`config.mk`:
```
export PLATFORM = sky130hd
export DESIGN_NAME = vid_addr_gen
export DESIGN_NICKNAME = d
export VERILOG_FILES = /design/src/rtl/vag_pkg.sv /design/src/rtl/vag_regs.sv /design/src/rtl/vag_counter.sv /design/src/rtl/vag_readmux.sv /design/src/rtl/vid_addr_gen.sv
export SDC_FILE = /design/constraint.sdc
export NUM_CORES = 1
export LEC_CHECK = 0
export BUFFER_PORTS_ARGS = -buffer_cell sky130_fd_sc_hd__buf_2
export CORE_UTILIZATION = 45
export DETAILED_ROUTE_END_ITERATION = 10
export GPL_TIMING_DRIVEN = 0
export SETUP_SLACK_MARGIN = 0.1
export SYNTH_ARGS = -nofsm -noshare
export SYNTH_HDL_FRONTEND = slang
export SYNTH_HIERARCHICAL = 1
export SYNTH_SLANG_ARGS = --single-unit
```
`constraint.sdc`:
```
create_clock -name clk -period 7.1 [get_ports clk]
set_input_delay 0 -clock clk [delete_from_list [all_inputs] [get_ports clk]]
set_output_delay 0 -clock clk [all_outputs]
set_load 0.02 [all_outputs]
```
`src/rtl/vag_pkg.sv`:
```
package vag_pkg;

    typedef enum logic [0:0] {
        ST_IDLE = 1'b0,
        ST_SCAN = 1'b1
    } vag_state_e;

    typedef struct packed {
        logic frame;
        logic line;
        logic fetch;
    } vag_strobe_t;

endpackage

```
`src/rtl/vag_regs.sv`:
```
module vag_regs #(
    parameter int BASE_BYTES = 3,
    parameter int XLW_W      = 8,
    parameter int SEL_W      = 3
) (
    input  logic                      clk,
    input  logic                      rst_n,
    input  logic                      wr_en,
    input  logic [SEL_W-1:0]          wr_sel,
    input  logic [7:0]                wr_data,
    output logic [8*BASE_BYTES-1:0]   base_addr,
    output logic [XLW_W-1:0]          xlw
);
    localparam int ADDR_W  = 8 * BASE_BYTES;
    localparam int XLW_SEL = 2 * BASE_BYTES;

    for (genvar i = 0; i < BASE_BYTES; i++) begin : g_base
        logic [7:0] byte_q;
        always_ff @(posedge clk) begin
            if (!rst_n) begin
                byte_q <= '0;
            end else if (wr_en && wr_sel == SEL_W'(i)) begin
                byte_q <= wr_data;
            end
        end
        if (i == BASE_BYTES - 1) begin : g_low
            assign base_addr[7:0] = {byte_q[7:1], 1'b0};
        end else begin : g_upper
            assign base_addr[ADDR_W-1-8*i -: 8] = byte_q;
        end
    end

    always_ff @(posedge clk) begin
        if (!rst_n) begin
            xlw <= '0;
        end else if (wr_en && wr_sel == SEL_W'(XLW_SEL)) begin
            xlw <= wr_data[XLW_W-1:0];
        end
    end

endmodule

```
`src/rtl/vag_counter.sv`:
```
module vag_counter
    import vag_pkg::*;
#(
    parameter int ADDR_W = 24,
    parameter int XLW_W  = 8
) (
    input  logic                clk,
    input  logic                rst_n,
    input  vag_strobe_t         stb,
    input  logic [ADDR_W-2:0]   base_word,
    input  logic [XLW_W-1:0]    xlw,
    output logic [ADDR_W-1:0]   cnt,
    output logic                scanning
);
    localparam int WW = ADDR_W - 1;

    vag_state_e      state_q, state_d;
    logic [WW-1:0]   word_q, word_d;
    logic [WW-1:0]   step;

    // State and counter register
    always_ff @(posedge clk) begin
        if (!rst_n) begin
            state_q <= ST_IDLE;
            word_q  <= '0;
        end else begin
            state_q <= state_d;
            word_q  <= word_d;
        end
    end

    // Next state and counter value
    always_comb begin
        step    = WW'(stb.fetch) + (stb.line ? WW'(xlw) : '0);
        state_d = state_q;
        word_d  = word_q;
        unique case (state_q)
            ST_IDLE: begin
                if (stb.frame) begin
                    state_d = ST_SCAN;
                    word_d  = base_word;
                end
            end
            ST_SCAN: begin
                if (stb.frame) begin
                    word_d = base_word;
                end else begin
                    word_d = word_q + step;
                end
            end
            default: begin
                state_d = ST_IDLE;
            end
        endcase
    end

    assign cnt      = {word_q, 1'b0};
    assign scanning = (state_q == ST_SCAN);

endmodule

```
`src/rtl/vag_readmux.sv`:
```
module vag_readmux #(
    parameter int BASE_BYTES = 3,
    parameter int XLW_W      = 8,
    parameter int SEL_W      = 3
) (
    input  logic [SEL_W-1:0]          sel,
    input  logic [8*BASE_BYTES-1:0]   base_addr,
    input  logic [8*BASE_BYTES-1:0]   cnt,
    input  logic [XLW_W-1:0]          xlw,
    output logic [7:0]                rdata
);
    localparam int ADDR_W  = 8 * BASE_BYTES;
    localparam int XLW_SEL = 2 * BASE_BYTES;

    always_comb begin
        rdata = '0;
        for (int i = 0; i < BASE_BYTES; i++) begin
            if (sel == SEL_W'(i)) begin
                rdata = base_addr[ADDR_W-1-8*i -: 8];
            end
            if (sel == SEL_W'(BASE_BYTES + i)) begin
                rdata = cnt[ADDR_W-1-8*i -: 8];
            end
        end
        if (sel == SEL_W'(XLW_SEL)) begin
            rdata = 8'(xlw);
        end
    end

endmodule

```
`src/rtl/vid_addr_gen.sv`:
```
module vid_addr_gen
    import vag_pkg::*;
#(
    parameter int BASE_BYTES = 3,
    parameter int XLW_W      = 8
) (
    input  logic                                    clk,
    input  logic                                    rst_n,
    input  logic                                    frame_start,
    input  logic                                    line_end,
    input  logic                                    fetch_stb,
    input  logic                                    cpu_we,
    input  logic [$clog2(2*BASE_BYTES+1)-1:0]       cpu_wsel,
    input  logic [7:0]                              cpu_wdata,
    input  logic [$clog2(2*BASE_BYTES+1)-1:0]       cpu_rsel,
    output logic [7:0]                              cpu_rdata,
    output logic [8*BASE_BYTES-1:0]                 fetch_addr
);
    localparam int ADDR_W = 8 * BASE_BYTES;
    localparam int SEL_W  = $clog2(2*BASE_BYTES+1);

    logic [ADDR_W-1:0] base_addr;
    logic [XLW_W-1:0]  xlw;
    logic              scanning;
    vag_strobe_t       stb;

    assign stb = '{frame: frame_start, line: line_end, fetch: fetch_stb};

    vag_regs #(.BASE_BYTES(BASE_BYTES), .XLW_W(XLW_W), .SEL_W(SEL_W)) u_regs (
        .clk       (clk),
        .rst_n     (rst_n),
        .wr_en     (cpu_we),
        .wr_sel    (cpu_wsel),
        .wr_data   (cpu_wdata),
        .base_addr (base_addr),
        .xlw       (xlw)
    );

    vag_counter #(.ADDR_W(ADDR_W), .XLW_W(XLW_W)) u_cnt (
        .clk       (clk),
        .rst_n     (rst_n),
        .stb       (stb),
        .base_word (base_addr[ADDR_W-1:1]),
        .xlw       (xlw),
        .cnt       (fetch_addr),
        .scanning  (scanning)
    );

    vag_readmux #(.BASE_BYTES(BASE_BYTES), .XLW_W(XLW_W), .SEL_W(SEL_W)) u_rd (
        .sel       (cpu_rsel),
        .base_addr (base_addr),
        .cnt       (fetch_addr),
        .xlw       (xlw),
        .rdata     (cpu_rdata)
    );

endmodule

```
==> results of run 1 <==
-- how the worst max path moves through the flow --
stage,startpoint,endpoint,slack (ps)
global placement,u_regs/xlw[0],u_cnt/word_q[22],4050
detailed placement,u_regs/xlw[0],u_cnt/word_q[22],4030
finish,u_regs/xlw[0],u_cnt/word_q[22],3980
CTS,u_regs/xlw[0],u_cnt/word_q[22],3990
global route,u_regs/xlw[0],u_cnt/word_q[22],3690
floorplan,u_regs/xlw[0],u_cnt/word_q[22],4460
-- per-stage QoR --
stage | instances | hold WS (ps)
5_1_grt | 618 | 37.1
3_3_place_gp | 610 | 339
6_report | 618 | 20.7
3_5_place_dp | 610 | 344
4_1_cts | 618 | 13.8
2_1_floorplan | 457 | 168
-- logic make-up (layout without fill, tap and decap cells) --
logic type | after synthesis | count (layout) | share of synthesized area (%)
AOI/OAI and AO/OA | 132 | 132 | 23.6
xor gates and xnor gates | 13 | 13 | 3.02
adders and majority gates | 12 | 12 | 4.18
buffers and inverters | 41 | 97 | 5.80
DFF | 55 | 55 | 29.2
muxes | 44 | 44 | 12.3
other | 2 | 2 | 0.199
and+or+nand+nor | 158 | 158 | 21.7
-- cells in the final DEF (no fill, tap or decap), types with 3 or more instances in the layout --
cell type,count
sky130_fd_sc_hd__nand4_1,6
sky130_fd_sc_hd__a31oi_1,12
sky130_fd_sc_hd__buf_1,3
sky130_fd_sc_hd__a311oi_1,3
sky130_fd_sc_hd__a21o_1,4
sky130_fd_sc_hd__inv_1,5
sky130_fd_sc_hd__buf_4,6
sky130_fd_sc_hd__mux2_2,3
sky130_fd_sc_hd__o22ai_1,8
sky130_fd_sc_hd__buf_2,58
sky130_fd_sc_hd__buf_6,4
sky130_fd_sc_hd__nand2_1,62
sky130_fd_sc_hd__o211ai_1,19
sky130_fd_sc_hd__or3_1,5
sky130_fd_sc_hd__o2111ai_1,3
sky130_fd_sc_hd__nor3_1,3
sky130_fd_sc_hd__nor4b_1,7
sky130_fd_sc_hd__and3_1,7
sky130_fd_sc_hd__o21a_1,3
sky130_fd_sc_hd__nor2b_1,3
sky130_fd_sc_hd__a21oi_1,18
sky130_fd_sc_hd__nand3_1,11
sky130_fd_sc_hd__clkbuf_1,12
sky130_fd_sc_hd__mux2i_1,37
sky130_fd_sc_hd__and4_1,3
sky130_fd_sc_hd__nor2_1,27
sky130_fd_sc_hd__mux2_4,4
sky130_fd_sc_hd__o21ai_0,32
sky130_fd_sc_hd__clkbuf_8,6
sky130_fd_sc_hd__xnor2_1,11
sky130_fd_sc_hd__a211oi_1,8
sky130_fd_sc_hd__and2_1,9
sky130_fd_sc_hd__ha_1,11
sky130_fd_sc_hd__a22oi_2,4
sky130_fd_sc_hd__dfxtp_1,55
-- registers in the layout, summed over array words and instances (netlist names) --
name / cells
u_cnt/scanning: 1
u_regs/xlw: 8
u_regs/g_base.byte_q: 23
u_cnt/word_q: 23
-- layer usage --
layer	wire length (microns)	vias to the layer above
met4	434	0
met2	5350	153
met1	5400	1806
met3	784	29
met5	0	-
li1	-	1790
-- critical path: stages (launching register included) --
cell	delay (ps)
sky130_fd_sc_hd__dfxtp_1	430
sky130_fd_sc_hd__and2_1	160
sky130_fd_sc_hd__ha_1	190
sky130_fd_sc_hd__nand3_1	90
sky130_fd_sc_hd__nor2_1	140
sky130_fd_sc_hd__nand4_1	130
sky130_fd_sc_hd__xnor2_1	150
sky130_fd_sc_hd__and2_1	160
sky130_fd_sc_hd__ha_1	380
sky130_fd_sc_hd__nand3_2	140
sky130_fd_sc_hd__nor3_4	370
sky130_fd_sc_hd__o21ai_2	170
sky130_fd_sc_hd__or3_1	370
sky130_fd_sc_hd__a31oi_1	180
-- power by group --
part	internal [mW]	switching (mW)	total [mW]	leakage, nW
logic	0.0488	0.0789	0.128	1.32
clock network	0.0819	0.112	0.194	0.0493
registers	0.320	0.0171	0.337	0.449
total	0.450	0.208	0.659	1.82
-- cell type report --
cell class	count	area [sq um]
plain buffers	35	196
clock buffers	6	82.6
clock inverters	2	18.8
flip-flops and latches	55	1100
fillers	834	3930
inverters	6	22.5
well taps	105	131
multi-input cells	361	2450
repair buffers	48	240
==> implementation parameters, run 1 <==
Parameter                              Value

Synth
  Number of standard cells after synthesis ... 457
  Post-synthesis async set-or-reset flop share ... 0%
  Netlist area before placement ... 3770 sq um
  Cell types with the largest area share after synthesis ... sky130_fd_sc_hd__dfxtp_1 29%, sky130_fd_sc_hd__mux2i_1 9.8%, sky130_fd_sc_hd__nand2_1 6.2%, sky130_fd_sc_hd__o21ai_0 4.2%, sky130_fd_sc_hd__o211ai_1 3.8%
  Biggest area consumer among synthesized cells ... sky130_fd_sc_hd__dfxtp_1
  Number of enable-type register cells in the synthesized netlist ... 0
  Top-area cell type share of the netlist area ... 29.2%
  Syn Area/Cell ... 8.25 sq um
  Synth Flop Type ... sky130_fd_sc_hd__dfxtp_1
  Flop and latch count out of synthesis ... 55
  Yosys synthesis warning count ... 6
  Most instantiated library cell after synthesis ... sky130_fd_sc_hd__nand2_1
  Proportion of synthesized chip area in sequential cells ... 29.2%
  Synth cell count leaders ... 62 x sky130_fd_sc_hd__nand2_1, 55 x sky130_fd_sc_hd__dfxtp_1, 37 x sky130_fd_sc_hd__mux2i_1
  Net count of the mapped netlist ... 489
  Post-synth cell types ... 62

Worst setup path
  Register-to-Register Path Depth ... 13
  Largest fanout of any net on the critical path ... 7
  Endpoint of the most critical register-to-register path ... u_cnt/word_q[22]
  Setup crit end kind ... flop
  Setup CP Type ... flop to flop
  Startpoint class of the critical path ... flop
  Required time of the worst setup path ... 7330 ps
  Origin of the critical flop-to-flop path ... u_regs/xlw[0]
  Register-to-Register Setup Slack ... 3980 ps
  Worst Path Arrival ... 3360 ps

Global route
  Vias in the first global route ... 3602
  Global router's overall resource usage ... 28.7%
  GRT busiest layer ... met2
  Maximum number of pins on one net before global-route repair ... 19
  Antenna violations before repair ... 0
  Met3 routing resource usage after global routing ... 4.15%
  Leftover overflow at the end of global routing ... 0
  Met1 routing resource usage after global routing ... 38.9%
  Grt met2 use ... 45.0%
  First-pass GRT wire length ... 19200 microns

Die
  Placement row count ... 33
  Top-level port count ... 52
  Die height ... 93.6 microns
  Area of the die ... 8750 sq um
  Die X-Extent ... 93.6 microns
  Initial cell density of the core ... 46.1%
  Core Region ... 8180 sq um

Route
  DRC violation count after routing ... 0
  Overall routed net length ... 12000 microns
  Number of detailed-route iterations in the first pass ... 5
  Wirelength per Cell ... 19.4 microns
  Via-per-instance ratio ... 6.11
  Total vias in the final route ... 3778
  DRC violation total after the first TritonRoute iteration ... 292
  Number of nets with antenna violations after detailed routing ... 0

STA
  Final TNS setup ... 0 ps
  Period utilisation layout ... 44.0%
  Clock period minus final worst setup slack ... 3120 ps
  Worst setup margin ... 3980 ps
  Final-report max-slew violation count ... 0
  Number of failing hold endpoints at the final stage ... 0
  Unrepaired setup endpoints after global routing ... no
  Achievable clock frequency ... 320 MHz
  Final setup viols ... 0
  Largest clock skew in the final design ... 14.4 ps
  Slew of the pin with the lowest slew margin ... 711 ps
  Relative max-transition margin ... 52.6%

Pwr
  Largest voltage drop on the vdd net ... 0.000107 V
  Power per cell area ... 155 nW/um^2
  Post-layout power ... 0.659 mW
  Leakage ... 1.82 nW

Placement
  Final HPWL from detailed placement ... 9260 microns
  Cell area after placement ... 4140 sq um
  Worst setup timing slack at the placement stage ... 4030 ps
  Quantity of I/O buffers inserted on ports ... 48
  Routability Congestion ... 0.925

CTS
  Cells resized by post-CTS repair ... 0
  TritonCTS clock tree ... built
  Clock transition at the registers of the reported paths ... 110 ps
  CTS max path bufs ... 2
  Root buffer cell ... sky130_fd_sc_hd__clkbuf_8
  Clock latency reported for the late side of the worst-skew pair ... 310 ps
  Number of clock sinks seen by CTS ... 55
  Number of buffers inserted by hold repair at cts ... 0
  TritonCTS Buffers ... 5
  Deepest level of the CTS H-tree ... 2
  Setup bufs post-CTS ... 0

Finish
  Fraction of layout cells with a size suffix above 1 ... 18.5%
  Final Cell Area ... 4250 sq um
  Total number of nets in the final design ... 544
  Area Growth Syn to Fin ... 12.5%
  Antenna Cells ... 0
  Core utilization of the finished layout ... 51.9%

Min path
  Number of cells on the worst hold path ... 3
  Startpoint of the worst hold path ... cpu_wdata[0]
  Kind of path behind the tightest hold check ... primary input to flop
  Min-Delay Endpoint ... u_regs/xlw[0]

Run
  Count of maximum capacitance violations ... 0

Run status
  Outcome ... finished, final reports clean
Note: power is estimated with default switching activity, not from simulation.
==> run 2: changes to the inputs <==
--- a/config.mk
+++ b/config.mk
@@ -5,6 +5,7 @@
 export SDC_FILE = /design/constraint.sdc
 export NUM_CORES = 1
 export LEC_CHECK = 0
+export ABC_AREA = 1
 export BUFFER_PORTS_ARGS = -buffer_cell sky130_fd_sc_hd__buf_2
 export CORE_UTILIZATION = 45
 export DETAILED_ROUTE_END_ITERATION = 10
==> constraint.sdc (replaced) <==
create_clock -name clk -period 3.2 [get_ports clk]
set_input_delay 0 -clock clk [delete_from_list [all_inputs] [get_ports clk]]
set_output_delay 0 -clock clk [all_outputs]
set_load 0.02 [all_outputs]
==> run 2 against run 1 <==
- die area increased by 6.8%
- highest routed layer unchanged
- total power increased by 96%
- sequential power increased by 120%
- final cell count increased by 31%
- hold slack improved by 50 ps
==> implementation parameters, run 2 <==
Parameter                              Value

Placement
  Routability Congestion ... 0.875 (was 0.925)
  Final HPWL from detailed placement ... 10000 microns (was 9260 microns)
  Quantity of I/O buffers inserted on ports ... 48 (unchanged)

Synth
  Proportion of synthesized chip area in sequential cells ... 27.3% (was 29.2%)
  Simple-gate share of the synthesized area ... 47.5% (was 21.7%)
  Synthesized-area fraction occupied by ao, oa, aoi and oai cells ... 8.81% (was 23.6%)
  Post-synthesis share of cell area spent on full adders, half adders and majority gates ... 3.91% (was 4.18%)
  Cell types with the largest area share after synthesis ... sky130_fd_sc_hd__dfxtp_1 27%, sky130_fd_sc_hd__nand2_1 15%, sky130_fd_sc_hd__nand3_1 11%, sky130_fd_sc_hd__nor2_1 8.5%, sky130_fd_sc_hd__inv_1 5.9% (was sky130_fd_sc_hd__dfxtp_1 29%, sky130_fd_sc_hd__mux2i_1 9.8%, sky130_fd_sc_hd__nand2_1 6.2%, sky130_fd_sc_hd__o21ai_0 4.2%, sky130_fd_sc_hd__o211ai_1 3.8%)
  Most instantiated library cell after synthesis ... sky130_fd_sc_hd__nand2_1 (unchanged)
  Number of standard cells after synthesis ... 645 (was 457)
  Top-area cell type share of the netlist area ... 27.3% (was 29.2%)
  Post-synthesis mux area share ... 0% (was 12.3%)
  Post-synthesis async set-or-reset flop share ... 0% (unchanged)
  Synth Flop Type ... sky130_fd_sc_hd__dfxtp_1 (unchanged)
  Number of enable-type register cells in the synthesized netlist ... 0 (unchanged)
  Synth cell count leaders ... 165 x sky130_fd_sc_hd__nand2_1, 91 x sky130_fd_sc_hd__nor2_1, 86 x sky130_fd_sc_hd__nand3_1 (was 62 x sky130_fd_sc_hd__nand2_1, 55 x sky130_fd_sc_hd__dfxtp_1, 37 x sky130_fd_sc_hd__mux2i_1)
  Post-synth cell types ... 34 (was 62)
  Flop and latch count out of synthesis ... 55 (unchanged)
  Main combinational cell family by area after synthesis ... simple AND/OR/NAND/NOR gates (was compound AO/OA/AOI/OAI gates)
  Yosys synthesis warning count ... 6 (unchanged)
  Netlist area before placement ... 4030 sq um (was 3770 sq um)
  Biggest area consumer among synthesized cells ... sky130_fd_sc_hd__dfxtp_1 (unchanged)
  Syn Area/Cell ... 6.25 sq um (was 8.25 sq um)
  Net count of the mapped netlist ... 677 (was 489)
  XOR/XNOR Fraction of Synth Area ... 1.95% (was 3.02%)

Global route
  Vias in the first global route ... 4024 (was 3602)
  Grt met2 use ... 45.6% (was 45.0%)
  First-pass GRT wire length ... 19800 microns (was 19200 microns)
  Antenna violations before repair ... 0 (unchanged)
  Met3 routing resource usage after global routing ... 2.96% (was 4.15%)
  Global router's overall resource usage ... 26.4% (was 28.7%)
  Met1 routing resource usage after global routing ... 34.5% (was 38.9%)
  Leftover overflow at the end of global routing ... 0 (unchanged)
  Maximum number of pins on one net before global-route repair ... 16 (was 19)
  GRT busiest layer ... met2 (unchanged)

CTS
  Clock transition at the registers of the reported paths ... 90 ps (was 110 ps)
  CTS max path bufs ... 2 (unchanged)
  Clock latency reported for the late side of the worst-skew pair ... 300 ps (was 310 ps)
  TritonCTS clock tree ... built (unchanged)
  Deepest level of the CTS H-tree ... 2 (unchanged)
  TritonCTS Buffers ... 5 (unchanged)
  Setup bufs post-CTS ... 0 (unchanged)
  Number of clock sinks seen by CTS ... 55 (unchanged)
  Root buffer cell ... sky130_fd_sc_hd__clkbuf_8 (unchanged)

Route
  Via-per-instance ratio ... 5.29 (was 6.11)
  Total vias in the final route ... 4276 (was 3778)
  Number of detailed-route iterations in the first pass ... 5 (unchanged)
  DRC violation total after the first TritonRoute iteration ... 190 (was 292)
  Overall routed net length ... 12100 microns (was 12000 microns)
  DRC violation count after routing ... 0 (unchanged)
  Wirelength per Cell ... 15.0 microns (was 19.4 microns)
  Number of nets with antenna violations after detailed routing ... 0 (unchanged)

STA
  Final TNS setup ... 0 ps (unchanged)
  Final-report max-slew violation count ... 0 (unchanged)
  Largest clock skew in the final design ... 4.37 ps (was 14.4 ps)
  Final setup viols ... 0 (unchanged)
  Number of failing hold endpoints at the final stage ... 0 (unchanged)
  Period utilisation layout ... 87.1% (was 44.0%)
  Slew of the pin with the lowest slew margin ... 544 ps (was 711 ps)
  Achievable clock frequency ... 359 MHz (was 320 MHz)
  Relative max-transition margin ... 63.7% (was 52.6%)
  Unrepaired setup endpoints after global routing ... no (unchanged)
  Clock period minus final worst setup slack ... 2790 ps (was 3120 ps)

Finish
  Total number of nets in the final design ... 733 (was 544)
  Highest-count cells in the layout ignoring fill and taps ... 164 x sky130_fd_sc_hd__nand2_1, 90 x sky130_fd_sc_hd__nor2_1, 85 x sky130_fd_sc_hd__nand3_1, 63 x sky130_fd_sc_hd__inv_1 (was 62 x sky130_fd_sc_hd__nand2_1, 58 x sky130_fd_sc_hd__buf_2, 55 x sky130_fd_sc_hd__dfxtp_1, 37 x sky130_fd_sc_hd__mux2i_1, 32 x sky130_fd_sc_hd__o21ai_0)
  Fraction of layout cells with a size suffix above 1 ... 17.1% (was 18.5%)
  Leading cell type in the layout, fill and taps excluded ... sky130_fd_sc_hd__nand2_1 (unchanged)
  Core utilization of the finished layout ... 51.8% (was 51.9%)
  Area Growth Syn to Fin ... 11.9% (was 12.5%)
  Antenna Cells ... 0 (unchanged)
  Biggest regs ... u_cnt/word_q: 23 flops, u_regs/g_base.byte_q: 23 flops, u_regs/xlw: 8 flops (unchanged)

Min path
  Number of cells on the worst hold path ... 5 (was 3)
  Kind of path behind the tightest hold check ... primary input to flop (unchanged)

Die
  Core Region ... 8720 sq um (was 8180 sq um)
  Placement row count ... 34 (was 33)
  Initial cell density of the core ... 46.3% (was 46.1%)
  Top-level port count ... 52 (unchanged)
  Die height ... 96.7 microns (was 93.6 microns)
  Area of the die ... 9350 sq um (was 8750 sq um)
  Die X-Extent ... 96.7 microns (was 93.6 microns)

Worst setup path
  Startpoint class of the critical path ... flop (unchanged)
  Worst-path cell with the longest stage delay ... sky130_fd_sc_hd__dfxtp_2 (was sky130_fd_sc_hd__dfxtp_1)
  CP max stage delay ... 380 ps (was 430 ps)
  Critical path, cell by cell ... nand2_1 > inv_1 > ha_1 > ha_1 > nand4_1 > nor2_1 > nand2_1 > nor3b_1 > ha_1 > nand2_2 > inv_1 > a21oi_1 > nand2_1 > nand2_1 > nand3_1 > nand2_1 > nand2_1 > a21oi_2 (was and2_1 > ha_1 > nand3_1 > nor2_1 > nand4_1 > xnor2_1 > and2_1 > ha_1 > nand3_2 > nor3_4 > o21ai_2 > or3_1 > a31oi_1)
  Worst Path Arrival ... 3030 ps (was 3360 ps)
  Total stage count of the critical path ... 18 (was 13)
  Register-to-Register Path Depth ... 18 (was 13)
  Worst path most repeated cell ... sky130_fd_sc_hd__nand2_1
  Setup CP Type ... flop to flop (unchanged)
  Required time of the worst setup path ... 3440 ps (was 7330 ps)
  Largest fanout of any net on the critical path ... 5 (was 7)
  Sum of buffers and inverters on the critical path ... 2 (was 0)
  Setup crit end kind ... flop (unchanged)
  Dominant delay contributor by cell family on the critical path ... simple AND/OR/NAND/NOR gates (unchanged)

Pwr
  Largest voltage drop on the vdd net ... 0.000178 V (was 0.000107 V)
  Power per cell area ... 286 nW/um^2 (was 155 nW/um^2)
  Leakage ... 2.11 nW (was 1.82 nW)

Run
  Count of maximum capacitance violations ... 0 (unchanged)

Run status
  Outcome ... finished, final reports clean (unchanged)
[run 2: logic make-up (layout without fill, tap and decap cells)]
logic type / count (synthesis) / after routing
fa+ha+maj: 12 / 12
simple gates: 412 / 412
other cells: 2 / 2
buf+inv: 97 / 152
compound gates: 58 / 58
xor+xnor: 9 / 9
flops: 55 / 55
[run 2: metal layers]
metal	wire (microns)	part of all wire, %
met3	563	4.7
met5	0	0
met1	5500	46
met4	266	2.2
met2	5750	48
[run 2: final timing paths]
kind,from,endpoint,slack (ps)
setup / recovery,u_regs/xlw[0],u_cnt/word_q[17],410
hold / removal,cpu_wdata[0],u_regs/g_base[1].byte_q[0],70
setup reg to reg,u_regs/xlw[0],u_cnt/word_q[17],410
hold reg to reg,u_regs/g_base[2].byte_q[4],u_regs/g_base[2].byte_q[4],510
[run 2: metrics by stage]
stage	cells	cell area [sq um]	hold slack (ps)	power [mW]	setup slack, ps
6_report	808	4520	71.1	1.29	414
4_1_cts	808	4500	66.0	1.31	269
2_1_floorplan	645	4030	97.6	0.884	792
3_3_place_gp	801	4410	315	0.952	305
5_1_grt	808	4520	109	1.37	97.1
3_5_place_dp	801	4410	316	0.954	298
[run 2: report_power, final]
part / internal, mW / switching (mW)
logic: 0.0701 / 0.141
registers: 0.704 / 0.0268
clock network: 0.146 / 0.206
[run 2: layout make-up]
type	count	area, sq um
Buffer	26	150
Clock buffer	5	68.8
Clock inverter	1	7.51
Fill cell	955	4210
Inverter	71	267
Multi-Input combinational cell	493	2530
Sequential cell	55	1100
Tap cell	108	135
Timing Repair Buffer	49	250
[run 2: repair_timing]
item                                    CTS  global route
hold buffers                              1             0
hold endpoints to repair                  2             0
resized for setup                         0             6
endpoints found under the setup margin    0             9
[run 2: tightest hold or removal path: cells and delay by family]
| family | cells | cell delay (ps) |
|---|---|---|
| buffers and inverters | 2 | 130 |
| AND/OR/NAND/NOR | 3 | 210 |
